File: config.mk
export PLATFORM = sky130hd
export DESIGN_NAME = tpc_pin_ctrl
export DESIGN_NICKNAME = d
export VERILOG_FILES = /design/src/rtl/tpc_pkg.sv /design/src/rtl/tpc_ucyc_gen.sv /design/src/rtl/tpc_dis_sel.sv /design/src/rtl/tpc_chan.sv /design/src/rtl/tpc_pin_ctrl.sv
export SDC_FILE = /design/constraint.sdc
export NUM_CORES = 1
export LEC_CHECK = 0
export BUFFER_PORTS_ARGS = -buffer_cell sky130_fd_sc_hd__buf_2
export CORE_MARGIN = 1
export CORE_UTILIZATION = 32
export DETAILED_ROUTE_END_ITERATION = 6
export GPL_TIMING_DRIVEN = 0
export SYNTH_ARGS = -nofsm -noshare
export SYNTH_HDL_FRONTEND = slang
export SYNTH_HIERARCHICAL = 1
export SYNTH_SLANG_ARGS = --single-unit
File: constraint.sdc
create_clock -name clk -period 1.8 [get_ports clk]
set_input_delay 0.09 -clock clk [delete_from_list [all_inputs] [get_ports clk]]
set_output_delay 0.09 -clock clk [all_outputs]
set_load 0.05 [all_outputs]
File: src/rtl/tpc_pkg.sv
package tpc_pkg;

    localparam int unsigned NUM_DIS   = 4;
    localparam int unsigned DIS_SEL_W = $clog2(NUM_DIS);

    // Per-channel override configuration
    typedef struct packed {
        logic                 en;
        logic [DIS_SEL_W-1:0] sel;
        logic                 lvl;
    } dis_cfg_t;

    // Commands collected during the current microcycle
    typedef struct packed {
        logic match;
        logic trans;
        logic frc;
        logic frc_lvl;
        logic obe_v;
        logic obe_lvl;
    } pend_t;

    // Source of the next level, highest priority last
    typedef enum logic [1:0] {
        SRC_HOLD  = 2'd0,
        SRC_EVENT = 2'd1,
        SRC_FORCE = 2'd2,
        SRC_DIS   = 2'd3
    } pin_src_e;

    function automatic pin_src_e pick_src(input logic dis_hit,
                                          input logic frc,
                                          input logic evt);
        pin_src_e s;
        if (dis_hit)  s = SRC_DIS;
        else if (frc) s = SRC_FORCE;
        else if (evt) s = SRC_EVENT;
        else          s = SRC_HOLD;
        return s;
    endfunction

endpackage

File: src/rtl/tpc_ucyc_gen.sv
module tpc_ucyc_gen (
    input  logic clk,
    input  logic rst,
    output logic bnd
);
    logic phase_q;

    always_ff @(posedge clk) begin
        if (rst) phase_q <= 1'b0;
        else     phase_q <= ~phase_q;
    end

    assign bnd = phase_q;


    bnd_alt_chk: assert property (@(posedge clk) disable iff (rst)
        bnd |=> !bnd);

endmodule

File: src/rtl/tpc_dis_sel.sv
module tpc_dis_sel #(
    parameter int unsigned NUM_LINES = tpc_pkg::NUM_DIS
) (
    input  logic [NUM_LINES-1:0] lines,
    input  tpc_pkg::dis_cfg_t    cfg,
    output logic                 hit
);
    assign hit = cfg.en & lines[cfg.sel];
endmodule

File: src/rtl/tpc_chan.sv
module tpc_chan
    import tpc_pkg::*;
(
    input  logic                clk,
    input  logic                rst,
    input  logic                bnd,
    input  logic                match_stb,
    input  logic                trans_stb,
    input  logic                force_stb,
    input  logic                force_lvl,
    input  logic                act_wr,
    input  logic                act_match_lvl,
    input  logic                act_trans_lvl,
    input  logic                dis_wr,
    input  dis_cfg_t            dis_cfg_in,
    input  logic [NUM_DIS-1:0]  dis_lines,
    input  logic                obe_wr,
    input  logic                obe_val,
    output logic                pin,
    output logic                obe
);
    logic     match_lvl_q, trans_lvl_q;
    dis_cfg_t dis_cfg_q;
    pend_t    pend_q, pend_nxt;
    logic     chan_lvl_q, chan_nxt;
    logic     pin_q, pin_nxt;
    logic     obe_q;
    logic     dis_hit;
    logic     match_e, trans_e, force_e, force_lvl_e, obe_v_e, obe_lvl_e;
    logic     evt_lvl;
    pin_src_e chan_src, pin_src;

    tpc_dis_sel #(.NUM_LINES(NUM_DIS)) u_dis_sel (
        .lines (dis_lines),
        .cfg   (dis_cfg_q),
        .hit   (dis_hit)
    );

    // Merge strobes of this clock with those already pending
    always_comb begin
        match_e     = pend_q.match | match_stb;
        trans_e     = pend_q.trans | trans_stb;
        force_e     = pend_q.frc   | force_stb;
        force_lvl_e = force_stb ? force_lvl : pend_q.frc_lvl;
        obe_v_e     = pend_q.obe_v | obe_wr;
        obe_lvl_e   = obe_wr ? obe_val : pend_q.obe_lvl;

        pend_nxt.match   = match_e;
        pend_nxt.trans   = trans_e;
        pend_nxt.frc     = force_e;
        pend_nxt.frc_lvl = force_lvl_e;
        pend_nxt.obe_v   = obe_v_e;
        pend_nxt.obe_lvl = obe_lvl_e;
    end

    // Resolve next channel level and pin level
    always_comb begin
        evt_lvl  = match_e ? match_lvl_q : trans_lvl_q;
        chan_src = pick_src(1'b0, force_e, match_e | trans_e);
        pin_src  = pick_src(dis_hit, force_e, match_e | trans_e);
        case (chan_src)
            SRC_FORCE: chan_nxt = force_lvl_e;
            SRC_EVENT: chan_nxt = evt_lvl;
            default:   chan_nxt = chan_lvl_q;
        endcase
        pin_nxt = (pin_src == SRC_DIS) ? dis_cfg_q.lvl : chan_nxt;
    end

    always_ff @(posedge clk) begin
        if (rst) begin
            match_lvl_q <= 1'b0;
            trans_lvl_q <= 1'b0;
            dis_cfg_q   <= '0;
            pend_q      <= '0;
            chan_lvl_q  <= 1'b0;
            pin_q       <= 1'b0;
            obe_q       <= 1'b0;
        end else begin
            if (act_wr) begin
                match_lvl_q <= act_match_lvl;
                trans_lvl_q <= act_trans_lvl;
            end
            if (dis_wr) dis_cfg_q <= dis_cfg_in;
            if (bnd) begin
                pend_q     <= '0;
                chan_lvl_q <= chan_nxt;
                pin_q      <= pin_nxt;
                if (obe_v_e) obe_q <= obe_lvl_e;
            end else begin
                pend_q <= pend_nxt;
            end
        end
    end

    assign pin = pin_q;
    assign obe = obe_q;


    pin_hold_chk: assert property (@(posedge clk) disable iff (rst)
        !bnd |=> $stable(pin_q));


    obe_hold_chk: assert property (@(posedge clk) disable iff (rst)
        !bnd |=> $stable(obe_q));


    dis_win_chk: assert property (@(posedge clk) disable iff (rst)
        (bnd && dis_hit) |=> (pin_q == $past(dis_cfg_q.lvl)));


    force_win_chk: assert property (@(posedge clk) disable iff (rst)
        (bnd && force_e) |=> (chan_lvl_q == $past(force_lvl_e)));


    match_first_chk: assert property (@(posedge clk) disable iff (rst)
        (bnd && !force_e && match_e && trans_e) |=> (chan_lvl_q == $past(match_lvl_q)));


    idle_hold_chk: assert property (@(posedge clk) disable iff (rst)
        (bnd && !force_e && !match_e && !trans_e) |=> $stable(chan_lvl_q));

endmodule

File: src/rtl/tpc_pin_ctrl.sv
module tpc_pin_ctrl #(
    parameter int unsigned NUM_CH = 8
) (
    input  logic                          clk,
    input  logic                          rst,
    input  logic [NUM_CH-1:0]             match_stb,
    input  logic [NUM_CH-1:0]             trans_stb,
    input  logic [NUM_CH-1:0]             force_stb,
    input  logic [NUM_CH-1:0]             force_lvl,
    input  logic [NUM_CH-1:0]             act_wr,
    input  logic                          act_match_lvl,
    input  logic                          act_trans_lvl,
    input  logic [NUM_CH-1:0]             dis_wr,
    input  logic                          dis_en,
    input  logic [tpc_pkg::DIS_SEL_W-1:0] dis_sel,
    input  logic                          dis_lvl,
    input  logic [tpc_pkg::NUM_DIS-1:0]   odis_in,
    input  logic [NUM_CH-1:0]             obe_wr,
    input  logic                          obe_val,
    output logic [NUM_CH-1:0]             pin_out,
    output logic [NUM_CH-1:0]             obe_out
);
    import tpc_pkg::*;

    logic     bnd;
    dis_cfg_t dis_cfg_bus;

    assign dis_cfg_bus.en  = dis_en;
    assign dis_cfg_bus.sel = dis_sel;
    assign dis_cfg_bus.lvl = dis_lvl;

    tpc_ucyc_gen u_ucyc (
        .clk (clk),
        .rst (rst),
        .bnd (bnd)
    );

    for (genvar c = 0; c < NUM_CH; c++) begin : g_ch
        tpc_chan u_chan (
            .clk           (clk),
            .rst           (rst),
            .bnd           (bnd),
            .match_stb     (match_stb[c]),
            .trans_stb     (trans_stb[c]),
            .force_stb     (force_stb[c]),
            .force_lvl     (force_lvl[c]),
            .act_wr        (act_wr[c]),
            .act_match_lvl (act_match_lvl),
            .act_trans_lvl (act_trans_lvl),
            .dis_wr        (dis_wr[c]),
            .dis_cfg_in    (dis_cfg_bus),
            .dis_lines     (odis_in),
            .obe_wr        (obe_wr[c]),
            .obe_val       (obe_val),
            .pin           (pin_out[c]),
            .obe           (obe_out[c])
        );
    end

endmodule

==> results.sh, run 1 <==
export IMPL_rsz0062_at_grt="no"
export IMPL_synth_seq_cells=121
export IMPL_setup_viol=0
export IMPL_switchingPower_uw=1790
export IMPL_synth_commonest_cells="dfxtp_1 (121), nor2_1 (113), mux2i_1 (80)"
export IMPL_grt_start_max_net_pins=58
export IMPL_boundaryPins=85
export IMPL_critPathArrivalTime_ns=1.91
export IMPL_hold_class="input port to register"
export IMPL_grt_pass1_wl_um=19900
export IMPL_async_flop_share_pct=0
export IMPL_worst_setup_path_start_kind="register"
export IMPL_seq_area_mm2=0.00243
export IMPL_cp_cell_sequence="mux4_2 -> and2_1 -> nand3b_1 -> o21ai_0 -> a311oi_2"
export IMPL_postSynthCellCount=506
export IMPL_yosysTopAreaCell="dfxtp_1"
export IMPL_vias=4097
export IMPL_initial_core_util_pct=32.6
export IMPL_p_per_area_mw_per_mm2=1060
export IMPL_chipHeight_um=129
export IMPL_h_tree_depth=4
export IMPL_layout_nets=727
export IMPL_criticalPathCategory="register to register"
export IMPL_path_clk_slew_ns=0.05
export IMPL_post_drt_wl_per_cell_um=13.8
export IMPL_synth_area_mm2=0.00516
export IMPL_swShare_pct=24.2
export IMPL_clk_insertion_delay_late_ns=0.42
export IMPL_fmax_mhz=631
export IMPL_core_mm2=0.0158
export IMPL_synth_edff_count=0
export IMPL_fin_crit_ns=1.58
export IMPL_cts_made_buffers=17
export IMPL_die_w_um=129
export IMPL_max_clock_path_buffers=2
export IMPL_setup_tns_final_ns=0
export IMPL_num_rows=46
export IMPL_syn_mean_instance_area_um2=10.2
export IMPL_gp_congestion=0.747
export IMPL_drv_cap=0
export IMPL_hold_viol=0
export IMPL_tightest_slew_ns=0.617
export IMPL_cts_root_buffer="clkbuf_16"
export IMPL_fin_skew_ns=0.00591
export IMPL_grt_pass1_vias=4230
export IMPL_drive_above_1_share_pct=24.0
export IMPL_combPwrFrac_pct=12.9
export IMPL_overflow=0
export IMPL_path_delay_family="multiplexers"
export IMPL_syn_nets=575
export IMPL_final_util_pct=44.1
export IMPL_synth_top_cell_area_share_pct=47.0
export IMPL_crit_slowest_cell="mux4_2"
export IMPL_yosysSeqAreaShare_pct=47.0
export IMPL_cts_setup_buffers=0
export IMPL_critPathMaxStageDelay_ns=0.50
export IMPL_place_area_mm2=0.00581
export IMPL_hpwl_um=8190
export IMPL_crit_buf_inv=0
export IMPL_stdcell_area_mm2=0.00698
export IMPL_clock_sinks=121
export IMPL_cts_tree="done"
export IMPL_pwr_share_seq_pct=40.5
export IMPL_drc=0
export IMPL_yosys_warnings=6
export IMPL_synth_most_common_cell="dfxtp_1"
export IMPL_detail_route_antenna_nets=0
export IMPL_multi_input_area_mm2=0.00255
export IMPL_cp_end_kind="register"
export IMPL_internal_power_uw=5590
export IMPL_die_area_mm2=0.0166
export IMPL_report_final_slew_viol_count=0
export IMPL_diodes=0
export IMPL_relSlewSlack_pct=58.9
export IMPL_layout_worst_path_cycle_share_pct=88.0
export IMPL_area_delta_synth_final_pct=35.4
export IMPL_outcome="finished, final reports clean"
export IMPL_cp_max_fo=2
export IMPL_dr_pass1_iters=4
export IMPL_drtIter0Drc=163
export IMPL_wl_um=12200
export IMPL_power_uw=7370
export IMPL_crit_required_ns=2.12
export IMPL_irDropWorstVdd_mv=0.643
export IMPL_yosysUniqueCellTypes=22
export IMPL_synth_area_leaders="dfxtp_1 (47%), mux2i_1 (16%), nor2_1 (8.2%), mux4_2 (3.5%), nor2_8 (3.1%)"
export IMPL_grt_antenna_before_repair=0
export IMPL_synth_flop_cell="dfxtp_1"
export IMPL_port_buffers=76
export IMPL_p_leak_uw=0.00298
export IMPL_fill_cells=1536
export IMPL_track_usage_pct=16.0
export IMPL_clkPwrFrac_pct=46.7
export IMPL_vias_per_cell=4.62
-- power by group through the flow --
stage               Sequential, uW  Clock [uW]  Combinational, uW
finish                        2980        3440                949
global route                  3010        3670               1050
CTS                           2990        3530                957
detailed placement            3040           0                853
global placement              3030           0                826
floorplan                     3110           0                488
-- worst min-delay path: stages --
cell and delay [ns]:
clkbuf_1 0.15, mux2i_1 0.15, nor2_1 0.07
-- what timing repair did --
item / in CTS / in global routing
endpoints found under the hold margin: 64 / 0
endpoints found under the setup margin: 11 / 0
resized for setup: 1 / 0
hold buffers: 57 / 0
-- layout by cell type (no fill, tap or decap), types with 16 or more instances in the layout --
cell and count:
clkbuf_16 17, dfxtp_1 120, buf_2 84, clkbuf_1 20, inv_1 24, dlygate4sd3_1 57, nor2_1 113, mux2i_1 80
o21ai_0 16, nand2b_1 16
-- cell type report --
type | count | area share, %
plain buffers | 24 | 1.43
inverters | 24 | 1.29
well taps | 216 | 3.87
multi-input cells | 337 | 36.5
flip-flops and latches | 121 | 34.7
repair buffers | 133 | 13.6
clock buffers | 24 | 6.90
clock inverters | 8 | 1.68
-- registers in the layout, indices dropped and copies added, names as in the netlist --
name	cells
g_ch.u_chan/pin	8
g_ch.u_chan/dis_cfg_q	32
g_ch.u_chan/pend_q	48
g_ch.u_chan/trans_lvl_q	8
g_ch.u_chan/obe	8
g_ch.u_chan/match_lvl_q	8
u_ucyc/bnd	1
g_ch.u_chan/chan_lvl_q	8
-- per-stage QoR --
stage | instances | hold slack [ns] | setup WS (ns)
after floorplan | 506 | 0.149 | 0.332
after global placement | 798 | 0.318 | 0.0352
after detailed placement | 798 | 0.321 | -0.0167
after CTS | 887 | 0.0615 | 0.219
after global routing | 887 | 0.0775 | 0.109
final | 887 | 0.0833 | 0.216
-- cell families after synthesis --
| family | synth area share (%) |
|---|---|
| flops | 47.0 |
| mux | 19.0 |
| buf+inv | 3.69 |
| compound gates | 9.51 |
| simple gates | 20.8 |
-- worst paths after layout --
check / startpoint / to / slack, ns / cells after the start
setup / recovery: g_ch[0].u_chan/dis_cfg_q[1] / g_ch[0].u_chan/pin / 0.22 / 5
hold / removal: dis_wr[6] / g_ch[6].u_chan/dis_cfg_q[0] / 0.08 / 3
setup reg to reg: g_ch[0].u_chan/dis_cfg_q[1] / g_ch[0].u_chan/pin / 0.22 / 5
hold reg to reg: g_ch[2].u_chan/pend_q[4] / g_ch[2].u_chan/pend_q[4] / 0.46 / 2
-- per-layer routing --
metal / track usage (%) / up-vias / part of all wire (%)
met5: 0 / - / 0
met4: 7.96 / 0 / 2.1
met3: 4.49 / 20 / 5.5
met2: 27.2 / 81 / 48
met1: 18.4 / 1954 / 44
li1: - / 2042 / -
Note: power is estimated with default switching activity, not from simulation.
==> inputs of run 2 (changes only) <==
--- a/config.mk
+++ b/config.mk
@@ -6,10 +6,14 @@
 export NUM_CORES = 1
 export LEC_CHECK = 0
 export BUFFER_PORTS_ARGS = -buffer_cell sky130_fd_sc_hd__buf_2
+export CELL_PAD_IN_SITES_DETAIL_PLACEMENT = 0
+export CELL_PAD_IN_SITES_GLOBAL_PLACEMENT = 1
 export CORE_MARGIN = 1
 export CORE_UTILIZATION = 32
+export CTS_BUF_LIST = sky130_fd_sc_hd__clkbuf_4 sky130_fd_sc_hd__clkbuf_8 sky130_fd_sc_hd__clkbuf_16
 export DETAILED_ROUTE_END_ITERATION = 6
 export GPL_TIMING_DRIVEN = 0
+export PLACE_DENSITY_LB_ADDON = 0.1
 export SYNTH_ARGS = -nofsm -noshare
 export SYNTH_HDL_FRONTEND = slang
 export SYNTH_HIERARCHICAL = 1
==> run 2 against run 1 <==
Critical path depth unchanged. Non-clock buffer count unchanged. First-iteration DRC count decreased by 31%. Via count decreased by 3.1%. Register-to-register slack about the same. Total power decreased by 4.2%. Clock skew decreased by 0.00065 ns. Count of clock-buffer cells in the layout increased by 4. Global-route usage decreased by 0.54 points. Die area unchanged. Flip-flop and latch count unchanged. Critical path type unchanged. Highest routed layer is now met5.
==> results.sh, run 2 (same netlist as run 1, synthesis figures left out) <==
export IMPL_criticalPathCategory="register to register"
export IMPL_layout_nets=727
export IMPL_globalRouteMet3Util_pct=4.99
export IMPL_outcome="finished, final reports clean"
export IMPL_h_tree_depth=4
export IMPL_grt_antenna_before_repair=1
export IMPL_grt_pass1_wl_um=19200
export IMPL_grt_util_met2_pct=24.8
export IMPL_worstHoldEndpoint="g_ch[4].u_chan/dis_cfg_q[0]"
export IMPL_fin_crit_ns=1.57
export IMPL_reg2reg_depth=5
export IMPL_fin_skew_ns=0.00526
export IMPL_critPathArrivalTime_ns=1.89
export IMPL_drc=0
export IMPL_clock_sinks=121
export IMPL_core_mm2=0.0158
export IMPL_rsz0062_at_grt="no"
export IMPL_min_from="dis_wr[4]"
export IMPL_hold_viol=0
export IMPL_cts_setup_buffers=0
export IMPL_pwr_share_seq_pct=42.2
export IMPL_track_usage_pct=15.4
export IMPL_clk_insertion_delay_late_ns=0.41
export IMPL_combPwrFrac_pct=13.3
export IMPL_detail_route_antenna_nets=0
export IMPL_boundaryPins=85
export IMPL_swShare_pct=24.3
export IMPL_die_w_um=129
export IMPL_port_buffers=76
export IMPL_met1_usage_pct=19.0
export IMPL_num_rows=46
export IMPL_vias=3968
export IMPL_path_clk_slew_ns=0.05
export IMPL_report_final_slew_viol_count=0
export IMPL_hold_depth=3
export IMPL_grt_start_max_net_pins=58
export IMPL_irDropWorstVdd_mv=0.587
export IMPL_max_clock_path_buffers=2
export IMPL_overflow=0
export IMPL_tightest_slew_ns=0.618
export IMPL_drtIter0Drc=113
export IMPL_r2r_setup_slack_ns=0.23
export IMPL_die_area_mm2=0.0166
export IMPL_hold_class="input port to register"
export IMPL_area_delta_synth_final_pct=34.5
export IMPL_setup_viol=0
export IMPL_initial_core_util_pct=32.6
export IMPL_largest_register="g_ch.u_chan/pend_q"
export IMPL_grt_pass1_vias=3891
export IMPL_crit_required_ns=2.12
export IMPL_fill_cells=1547
export IMPL_largest_reg_flops=48
export IMPL_stdcell_area_mm2=0.00694
export IMPL_cts_root_buffer="clkbuf_16"
export IMPL_p_leak_uw=0.00297
export IMPL_worst_setup_path_start_kind="register"
export IMPL_diodes=0
export IMPL_chipHeight_um=129
export IMPL_internal_power_uw=5350
export IMPL_largestRegisters="g_ch.u_chan/pend_q (48), g_ch.u_chan/dis_cfg_q (32)"
export IMPL_r2r_start="g_ch[5].u_chan/dis_cfg_q[1]"
export IMPL_dp_cells=798
export IMPL_grt_busiest_layer="met2"
export IMPL_drv_cap=0
export IMPL_vias_per_cell=4.48
export IMPL_place_area_mm2=0.00581
export IMPL_cp_end_kind="register"
export IMPL_fmax_mhz=637
export IMPL_p_per_area_mw_per_mm2=1020
export IMPL_relSlewSlack_pct=58.8
export IMPL_r2r_end="g_ch[5].u_chan/pin"
export IMPL_final_cell_mix="dfxtp_1 (120), nor2_1 (113), buf_2 (84)"
export IMPL_cts_tree="done"
export IMPL_cp_max_fo=2
export IMPL_gp_congestion=0.758
export IMPL_layout_commonest_cell="dfxtp_1"
export IMPL_post_drt_wl_per_cell_um=13.3
export IMPL_drive_above_1_share_pct=24.4
export IMPL_hpwl_um=7780
export IMPL_cts_made_buffers=17
export IMPL_dr_pass1_iters=4
export IMPL_clkPwrFrac_pct=44.5
export IMPL_switchingPower_uw=1720
export IMPL_fin_cells=885
export IMPL_wl_um=11700
export IMPL_layout_worst_path_cycle_share_pct=87.3
-- run 2: cell count changes in the layout (fill, tap and decap cells not counted) --
cell | before | now
clkbuf_8 | 3 | 6
clkinvlp_4 | 1 | 0
clkbuf_4 | 0 | 5
clkinv_2 | 4 | 2
clkbuf_1 | 20 | 16
bufinv_16 | 3 | 0
-- run 2: power groups by stage --
stage          registers, uW  logic [uW]  clock network (uW)
3_5_place_dp            3040         849                   0
5_1_grt                 3010        1040                3370
6_report                2990         938                3140
4_1_cts                 2990         951                3240
3_3_place_gp            3040         833                   0
2_1_floorplan           3110         488                   0
-- run 2: what timing repair did --
item	4_1_cts	5_1_grt
hold endpoints to repair	65	0
setup endpoints to repair	56	0
gates resized for setup	1	0
hold buffers	57	0
-- run 2: critical path: stages, from the launching register on --
cell	delay (ns)
dfxtp_1	0.35
mux4_2	0.49
and2_1	0.19
nand3b_1	0.09
o21ai_0	0.11
a311oi_2	0.25
-- run 2: area by class of cell --
cell class,instances,area [um^2],share of cell area (%)
timing repair buffer,133,951,13.7
buffer,24,100,1.44
multi-input combinational,337,2550,36.7
clock buffer,28,546,7.86
sequential,121,2430,35.0
clock inverter,2,10.0,0.144
inverter,24,90.1,1.30
tap,216,270,3.89
-- run 2: through the flow --
step,utilization (%),setup slack [ns],hold slack [ns],TNS [ns],total power (uW)
2_1_floorplan,-,0.332,0.149,0,3600
3_3_place_gp,36.7,-0.0431,0.317,-0.235,3870
3_5_place_dp,36.7,-0.0702,0.322,-1.45,3890
4_1_cts,43.8,0.224,0.0682,0,7180
5_1_grt,43.8,0.0909,0.0898,0,7420
6_report,43.8,0.229,0.0805,0,7070
-- run 2: worst max-delay path by stage --
stage               slack [ns]                   endpoint                        start  cells past startpoint
CTS                       0.22         g_ch[7].u_chan/pin  g_ch[7].u_chan/dis_cfg_q[1]                      5
finish                    0.23         g_ch[5].u_chan/pin  g_ch[5].u_chan/dis_cfg_q[1]                      5
floorplan                 0.33         g_ch[0].u_chan/pin  g_ch[0].u_chan/dis_cfg_q[1]                      5
detailed placement       -0.07  g_ch[5].u_chan/chan_lvl_q                   u_ucyc/bnd                      3
global placement         -0.04  g_ch[2].u_chan/chan_lvl_q                   u_ucyc/bnd                      3
global route              0.09         g_ch[7].u_chan/pin  g_ch[7].u_chan/dis_cfg_q[1]                      5
-- run 2: per-layer routing --
metal	up-vias	share of wire (%)
met3	16	4.4
met2	67	46
met1	1835	48
li1	2048	-
met4	2	1.6
met5	-	0.11
